$ cat src/rtl/lcd_cmd_decoder.sv
module lcd_cmd_decoder #(
  parameter int BUSY_CMD  = 11,
  parameter int BUSY_DATA = 12
) (
  input  logic       clk,
  input  logic       rst_n,
  input  logic       osc_tick,
  input  logic       strobe,
  input  logic       rs,
  input  logic       rw,
  input  logic [7:0] db_in,
  output logic [7:0] db_out,
  input  logic [7:0] ram_rdata,
  output logic       ram_we,
  output logic       ram_re,
  output logic [1:0] ram_sel,
  output logic [6:0] ram_addr,
  output logic [7:0] ram_wdata,
  output logic       bus8,
  output logic       two_line,
  output logic       ext,
  output logic       shift_en,
  output logic       reverse,
  output logic       blink,
  output logic [5:0] scroll_qty,
  output logic       busy
);
  localparam int BMAX  = (BUSY_CMD > BUSY_DATA) ? BUSY_CMD : BUSY_DATA;
  localparam int CNT_W = $clog2(BMAX + 1);
  localparam logic [1:0] SEL_DD = 2'b00, SEL_CG = 2'b01, SEL_SEG = 2'b10;

  logic [6:0]       ac, ac_inc;
  logic [CNT_W-1:0] cnt;
  logic             free, data_go, cmd_go, accept;

  assign free    = strobe & ~busy;
  assign data_go = free & rs;
  assign cmd_go  = free & ~rs & ~rw & (|db_in[7:5]);
  assign accept  = data_go | cmd_go;

  assign ram_we    = data_go & ~rw;
  assign ram_re    = data_go & rw;
  assign ram_addr  = ac;
  assign ram_wdata = db_in;
  assign db_out    = rs ? ram_rdata : {busy, ac};

  always_comb begin
    case (ram_sel)
      SEL_CG:  ac_inc = {1'b0, ac[5:0] + 6'd1};
      SEL_SEG: ac_inc = {3'b0, ac[3:0] + 4'd1};
      default: ac_inc = ac + 7'd1;
    endcase
  end

  always_ff @(posedge clk or negedge rst_n) begin
    if (!rst_n) begin
      ac <= '0; ram_sel <= SEL_DD; scroll_qty <= '0;
      bus8 <= 1'b1; two_line <= 1'b0; ext <= 1'b0;
      shift_en <= 1'b0; reverse <= 1'b0; blink <= 1'b0;
    end else if (data_go) begin
      ac <= ac_inc;
    end else if (cmd_go) begin
      if (db_in[7]) begin
        if (ext) scroll_qty <= db_in[5:0];
        else begin ac <= db_in[6:0]; ram_sel <= SEL_DD; end
      end else if (db_in[6]) begin
        if (ext) begin ac <= {3'b0, db_in[3:0]}; ram_sel <= SEL_SEG; end
        else     begin ac <= {1'b0, db_in[5:0]}; ram_sel <= SEL_CG;  end
      end else begin
        bus8 <= db_in[4]; two_line <= db_in[3]; ext <= db_in[2];
        if (db_in[2]) blink <= db_in[1];
        else begin shift_en <= db_in[1]; reverse <= db_in[0]; end
      end
    end
  end

  always_ff @(posedge clk or negedge rst_n) begin
    if (!rst_n) begin
      busy <= 1'b0; cnt <= '0;
    end else if (accept) begin
      busy <= 1'b1;
      cnt  <= rs ? CNT_W'(BUSY_DATA) : CNT_W'(BUSY_CMD);
    end else if (busy && osc_tick) begin
      cnt <= cnt - 1'b1;
      if (cnt == CNT_W'(1)) busy <= 1'b0;
    end
  end

  assert_busy_after_data_R10: assert property (@(posedge clk) disable iff (!rst_n)
    (strobe && !busy && rs) |=> busy);
  assert_busy_ends_on_tick_R10: assert property (@(posedge clk) disable iff (!rst_n)
    $fell(busy) |-> $past(osc_tick));
  assert_no_ram_access_busy_R11: assert property (@(posedge clk) disable iff (!rst_n)
    busy |-> !(ram_we || ram_re));
  assert_state_frozen_busy_R11: assert property (@(posedge clk) disable iff (!rst_n)
    busy |=> ($stable(ac) && $stable(ram_sel) && $stable(ext) && $stable(scroll_qty)));
  assert_cg_range_R9: assert property (@(posedge clk) disable iff (!rst_n)
    (ram_sel == SEL_CG) |-> !ram_addr[6]);
  assert_seg_range_R9: assert property (@(posedge clk) disable iff (!rst_n)
    (ram_sel == SEL_SEG) |-> (ram_addr[6:4] == 3'b0));
  assert_sel_legal_R4: assert property (@(posedge clk) disable iff (!rst_n)
    ram_sel != 2'b11);
  assert_status_view_R8: assert property (@(posedge clk) disable iff (!rst_n)
    !rs |-> (db_out[7] == busy));
endmodule

$ cat config.mk
export PLATFORM = sky130hd
export DESIGN_NAME = lcd_cmd_decoder
export DESIGN_NICKNAME = d
export VERILOG_FILES = /design/src/rtl/lcd_cmd_decoder.sv
export SDC_FILE = /design/constraint.sdc
export NUM_CORES = 1
export LEC_CHECK = 0
export BUFFER_PORTS_ARGS = -buffer_cell sky130_fd_sc_hd__buf_2
export CAP_MARGIN = 20
export CELL_PAD_IN_SITES_DETAIL_PLACEMENT = 0
export CELL_PAD_IN_SITES_GLOBAL_PLACEMENT = 1
export CORE_MARGIN = 2
export CORE_UTILIZATION = 27
export CTS_BUF_LIST = sky130_fd_sc_hd__clkbuf_16
export DETAILED_ROUTE_END_ITERATION = 12
export GPL_TIMING_DRIVEN = 0
export PLACE_DENSITY = 0.63
export SLEW_MARGIN = 15
export SYNTH_ARGS = -nofsm -noshare
export SYNTH_HDL_FRONTEND = slang
export SYNTH_SLANG_ARGS = --single-unit
$ cat constraint.sdc
create_clock -name clk -period 1.7 [get_ports clk]
set_input_delay 0.085 -clock clk [delete_from_list [all_inputs] [get_ports clk]]
set_output_delay 0.085 -clock clk [all_outputs]
set_load 0.005 [all_outputs]
; Yosys cells after proc, flatten, opt, wreduce, memory -nomap -nowiden
; Cells that the tools add are included.
[totals]
reg_bits = 26
mem_bits_rw = 0
n_memories = 0
output_inout_bits = 40
romBits = 0
inputBits = 22
latch_bits = 0
word_cells = 67
[classes]
muxes = 18
magnitude_cmp = 0
addsub = 4
n_div = 0
n_mul = 0
eq_ne = 5
bitwise = 15
reduce_logical = 14
shift = 0
[op_table]
columns = cell, n
row1 = $mux 7, 5
row2 = $pmux 7 s2, 1
row3 = $reduce_and 4->1, 3
row4 = $reduce_and 5->1, 2
row5 = $mux 2, 4
row6 = $mux 4, 2
row7 = $mux 8, 1
row8 = $reduce_bool 2->1, 4
row9 = $add 7x1->7 const B, 1
row10 = $and 1x1->1, 7
row11 = $not 1->1, 7
row12 = $add 6x1->6 const B, 1
row13 = $mux 6, 1
row14 = $add 4x1->4 const B, 1
row15 = $eq 4x1->1 const B, 1
row16 = $sub 4x1->4 const B, 1
row17 = $mux 1, 3
row18 = $mux 3, 1
row19 = $ne 3x2->1 const B, 1
row20 = $reduce_and 3->1, 1
row21 = $reduce_bool 3->1, 1
row22 = $reduce_or 3->1, 1
row23 = $eq 2x1->1 const B, 1
row24 = $eq 2x2->1 const B, 1
row25 = 4 further kinds, 4

; Longest topological paths before layout
[logic_depth]
ltp_word = 8
depth_mapped = 6
depth_no_buf = 5

; Least setup slack after synthesis
; OpenSTA, ideal clock, no wires.
[synth_path]
kind = register to register
start = register busy
end = register reverse
setup_slack_ps = -18
setup_time_ps = 125
n_path_buf = 0
required_ps = 1575
t_arrival_ps = 1593
synth_period_minus_slack_ps = 1718
path_stages_with_launch = 5
path_cell_list = dfrtp_1 -> nor4b_4 -> nand3_1 -> nor2_1 -> mux2_2
[synth_between]
elab_chain_len = 6
elab_cells_between_ends = 8
classes_between = 7 x bitwise / 1 x reduce/logical
[synth_lines]
columns = element, line
row1 = start: declaration, 26  ; output logic busy
row2 = start signal: assignment, 79  ; busy <= 1'b0; cnt <= '0;
row3 = start signal: assignment, 81  ; busy <= 1'b1;
row4 = start signal: assignment, 85  ; if (cnt == CNT_W'(1)) busy <= 1'b0;
row5 = $not 1->1 *, 36  ; assign free = strobe & ~busy;
row6 = $and 1x1->1 *, 36
row7 = $and 1x1->1 (3 in series), 38  ; assign cmd_go = free & ~rs & ~rw & (|db_in[7:5]);
row8 = $reduce_and 5->1 (no line) *, n/a
row9 = end signal: assignment, 72  ; else begin shift_en <= db_in[1]; reverse <= db_in[0]; end
row10 = end: declaration, 23  ; output logic reverse,
; Mark *: on every way between the ends. The rest lies on a longest branch, timed or not.
; A chain may end at the register's enable or synchronous reset.

; Final worst setup path
[layout_path]
start = register busy
end = register ac[6], in the netlist ram_addr[6]
[layout_between]
elab_chain_len = 7
elab_cells_between_ends = 11
classes_between = 1 x eq/ne / 1 x mux / 6 x bitwise / 3 x reduce/logical
[layout_lines]
columns = element, line
row1 = $not 1->1 *, 36
row2 = $and 1x1->1 *, 36
row3 = $and 1x1->1 (3 in series), 38
row4 = $reduce_bool 2->1 (no line), n/a
row5 = $reduce_and 3->1 (no line), n/a
row6 = end signal: assignment, 61  ; ac <= ac_inc;
row7 = end: declaration, 32  ; logic [6:0] ac, ac_inc;
; Marked as above.

==> summary.txt <==
Run status
  – Outcome: completed

STA
  – Minimum clock period: 1.676 ns
  – Worst slew slack as a fraction of its limit: 52.30%
  – Worst slew pin tran: 0.7094 ns
  – Final count of pins violating max slew: 0
  – Largest clock skew in the final design: 0.003614 ns
  – Worst Slack Setup Final: 0.02430 ns
  – Final-report hold violation count: 0
  – Unrepaired setup endpoints after global routing: yes
  – Period Utilization, post-route: 98.57%
  – Maximum achievable frequency: 596.8 MHz
  – # setup viols final: 0

Route
  – Detail Route Antenna Nets: 0
  – Total via count in the routed design: 1317
  – DRC errors left: 0
  – Drt via density: 4.755
  – Wirelength, routed: 3816 µm
  – Drt wl/cell: 13.78 µm
  – First-pass DRT Iterations: 4
  – DRC marker count from the first detailed-route iteration: 41

Clock tree
  – Clock Latency Late Sink: 0.26 ns
  – Clock tree root buffer cell: sky130_fd_sc_hd__clkbuf_16
  – Clock-pin slew on the worst setup and hold paths: 0.07 ns
  – H-tree depth: 1
  – CTS Buf Count: 3
  – TritonCTS clock tree: built
  – Maximum buffer depth of the clock tree: 2
  – Sink Count: 26

Synthesis
  – Avg Inst Size Synth: 10.97 µm²
  – Area fraction in and, or, nand and nor cells after synthesis: 18.18%
  – Netlist area before placement: 0.001514 mm²
  – Synth Warn #: 0
  – Fraction of synthesized cell area in xor and xnor cells: 1.736%
  – Cell count after synthesis: 138
  – Net count after synthesis: 165
  – Adder-Cell Fraction of Synth Area: 4.132%
  – Seq cells post-synth: 26
  – Number of unique standard cell types used by synthesis: 37
  – Largest family of logic cells by synthesized area: simple AND/OR/NAND/NOR gates
  – Post-synthesis compound-gate area fraction: 11.65%
  – Portion of netlist area occupied by mux cells: 14.13%
  – Post-synthesis sequential area ratio: 43.06%

Critical path
  – Critical Path Start Type: flip-flop
  – Required @ worst endpoint: 1.85 ns
  – CP cell instances: or4b_4, o31ai_4, a21oi_2, a31o_2
  – Sort of element at the end of the critical path: flip-flop
  – Crit path max-delay cell type: sky130_fd_sc_hd__or4b_4
  – Critical path's largest stage delay: 0.58 ns
  – Critical path arrival: 1.83 ns
  – Setup Crit Path Kind: flip-flop to flip-flop
  – Worst-path fanout max: 8

Floorplanning
  – Top-Level Pins: 62
  – Starting utilization of the core area: 27.66%
  – Row cnt: 27
  – Core Region: 0.005473 mm²
  – Die span in y: 78.88 µm
  – Die outline area: 0.006222 mm²
  – Die boundary width: 78.88 µm

Power and ir drop
  – Leakage dissipation: 1.050 nW
  – Worst voltage drop across the vdd grid: 0.5629 mV
  – Internal power: 1.766 mW
  – Power density over the cells: 1228 mW/mm²
  – Sequential share of power: 39.1%
  – Combinational Power Share: 34.6%
  – Switching Fraction: 32.02%
  – Switching power: 831.6 µW
  – Clk pwr share: 26.3%

Final layout
  – Area added between synthesis and finish: 39.75%
  – Fill cell count: 568
  – Fraction of the core area covered by cells at the end of the flow: 38.66%
  – Fraction of layout instances using a drive strength above 1: 55.12%
  – Final nets: 233
  – Antenna fix cells: 0

Placement
  – Post-DP HPWL: 2874 µm
  – Post-placement worst setup slack: -0.1836 ns
  – Count of buffers from port buffering: 61
  – Last weighted congestion value of the routability-driven placer: 0.7573

Global routing
  – Remaining Overflow, GRT: 0
  – Global routing usage summed across all routing layers: 12.27%
  – Vias in the first global route: 1240
  – Initial antenna violation count: 0
  – Global-route wire length before repair: 6106 µm
  – Maximum number of pins on one net before global-route repair: 27

Min path
  – Hold Crit Class: primary input to flip-flop

Flow run
  – Max cap viols: 0
-- layer usage --
metal  global-route usage [%]  up-vias  part of all wire [%]
met2                    20.43       35                    48
met1                    16.87      646                    47
met5                        0        -                     0
met3                    1.818        2                   4.4
met4                    2.931        0                  0.76
li1                         -      634                     -
-- worst paths after layout --
| path | end | depth (start not counted) | start | slack [ns] |
|---|---|---|---|---|
| setup / recovery | ram_addr[6]$_DFFE_PN0P_ | 4 | busy$_DFFE_PN0P_ | 0.02 |
| hold / removal | scroll_qty[4]$_DFFE_PN0P_ | 2 | db_in[4] | 0.12 |
| setup reg to reg | ram_addr[6]$_DFFE_PN0P_ | 4 | busy$_DFFE_PN0P_ | 0.02 |
| hold reg to reg | two_line$_DFFE_PN0P_ | 1 | two_line$_DFFE_PN0P_ | 0.50 |
| max in group asynchronous | busy$_DFFE_PN0P_ | 2 | rst_n | 0.91 |
| min in group asynchronous | scroll_qty[5]$_DFFE_PN0P_ | 2 | rst_n | 0.36 |
-- synth_stat cells --
cell,instances,area share (%)
sky130_fd_sc_hd__dfrtp_1,25,41
sky130_fd_sc_hd__mux2_2,19,14
sky130_fd_sc_hd__buf_4,9,4.5
sky130_fd_sc_hd__nand2_1,9,2.2
sky130_fd_sc_hd__nor2_1,9,2.2
sky130_fd_sc_hd__nand3_1,8,2.6
sky130_fd_sc_hd__ha_1,5,4.1
sky130_fd_sc_hd__a221o_1,4,2.6
sky130_fd_sc_hd__inv_1,4,0.99
sky130_fd_sc_hd__and2_1,3,1.2
sky130_fd_sc_hd__nor2b_1,3,1.2
sky130_fd_sc_hd__nor3b_1,3,1.5
sky130_fd_sc_hd__o211ai_1,3,1.5
sky130_fd_sc_hd__o22ai_1,3,1.2
sky130_fd_sc_hd__o31ai_1,3,1.5
sky130_fd_sc_hd__a21oi_1,2,0.66
sky130_fd_sc_hd__and3_1,2,0.83
sky130_fd_sc_hd__buf_2,2,0.66
sky130_fd_sc_hd__nor3_1,2,0.66
sky130_fd_sc_hd__o21ai_0,2,0.66
sky130_fd_sc_hd__xnor2_1,2,1.2
sky130_fd_sc_hd__a22o_1,1,0.58
sky130_fd_sc_hd__a31o_2,1,0.58
sky130_fd_sc_hd__and3b_2,1,0.66
sky130_fd_sc_hd__buf_8,1,0.99
sky130_fd_sc_hd__dfstp_2,1,1.7
sky130_fd_sc_hd__nand3b_1,1,0.50
sky130_fd_sc_hd__nand4_1,1,0.41
sky130_fd_sc_hd__nand4bb_1,1,0.74
sky130_fd_sc_hd__nor3_2,1,0.66
sky130_fd_sc_hd__nor4_1,1,0.41
sky130_fd_sc_hd__nor4b_4,1,1.6
sky130_fd_sc_hd__o21a_4,1,0.99
sky130_fd_sc_hd__o2bb2a_1,1,0.66
sky130_fd_sc_hd__o32a_1,1,0.66
sky130_fd_sc_hd__or4b_1,1,0.66
sky130_fd_sc_hd__xor2_1,1,0.58
-- cell usage in the layout, fill, tap and decap left out, types with 2 or more instances in the layout --
cell type and n:
sky130_fd_sc_hd__buf_2 62, sky130_fd_sc_hd__dfrtp_1 24, sky130_fd_sc_hd__mux2_2 19, sky130_fd_sc_hd__buf_4 10
sky130_fd_sc_hd__nand2_1 9, sky130_fd_sc_hd__nor2_1 8, sky130_fd_sc_hd__nand3_1 7, sky130_fd_sc_hd__inv_1 4
sky130_fd_sc_hd__a221o_1 4, sky130_fd_sc_hd__ha_1 4, sky130_fd_sc_hd__nor2b_1 3, sky130_fd_sc_hd__o22ai_1 3
sky130_fd_sc_hd__nor3b_1 3, sky130_fd_sc_hd__o211ai_1 3, sky130_fd_sc_hd__clkbuf_16 3, sky130_fd_sc_hd__and2_1 2
sky130_fd_sc_hd__o31ai_4 2, sky130_fd_sc_hd__and3_1 2, sky130_fd_sc_hd__nor3_1 2, sky130_fd_sc_hd__buf_6 2
sky130_fd_sc_hd__xnor2_1 2
-- registers in the layout, summed over array words and instances (netlist names) --
name,cells
ram_addr,7
scroll_qty,6
cnt,4
ram_sel,2
blink,1
bus8,1
busy,1
ext,1
reverse,1
shift_en,1
two_line,1
-- critical path, delay by kind of cell (launching register included) --
kind | cells | cell delay, ns
and+or+nand+nor | 1 | 0.58
DFF | 1 | 0.46
AOI/OAI and AO/OA | 3 | 0.52
-- through the flow --
step           hold slack [ns]   TNS, ns  total power, mW  instances  area, µm²
4_1_cts                 0.1196         0            2.565        278       2068
2_1_floorplan          -0.2106         0            1.467        138       1514
5_1_grt                 0.1201  -0.03752            2.788        277       2116
3_5_place_dp            0.1371    -1.352            1.818        271       1909
6_report                0.1160         0            2.597        277       2116
3_3_place_gp            0.1327    -1.173            1.810        271       1909
-- cell type report --
| cell class | instances | area [µm²] | area share, % |
|---|---|---|---|
| flip-flops and latches | 26 | 653.1 | 30.87 |
| repair buffers | 64 | 334.1 | 15.79 |
| multi-input cells | 96 | 834.6 | 39.44 |
| clock inverters | 1 | 30.03 | 1.419 |
| well taps | 72 | 90.09 | 4.258 |
| plain buffers | 11 | 83.83 | 3.962 |
| inverters | 4 | 15.01 | 0.7096 |
| clock buffers | 3 | 75.07 | 3.548 |
-- logic make-up (layout without fill, tap and decap cells) --
| kind of cell | Yosys count | in the layout |
|---|---|---|
| AOI/OAI and AO/OA | 22 | 22 |
| buffers and inverters | 16 | 83 |
| DFF | 26 | 26 |
| adders and majority gates | 5 | 5 |
| and+or+nand+nor | 47 | 47 |
| muxes | 19 | 19 |
| xor gates and xnor gates | 3 | 3 |
-- repair_timing --
item	4_1_cts	5_1_grt
resized for setup	8	11
endpoints found under the hold margin	25	0
setup buffers	2	0
hold buffers	1	0
setup endpoints to repair	14	14
pin swaps	2	3
-- power groups by stage --
stage	logic [mW]	clock network, mW	registers (mW)
4_1_cts	0.855	0.704	1.01
6_report	0.899	0.684	1.01
3_5_place_dp	0.803	0	1.01
3_3_place_gp	0.799	0	1.01
2_1_floorplan	0.489	0	0.978
5_1_grt	1.01	0.731	1.05
Power figures use the tool's default switching activity.
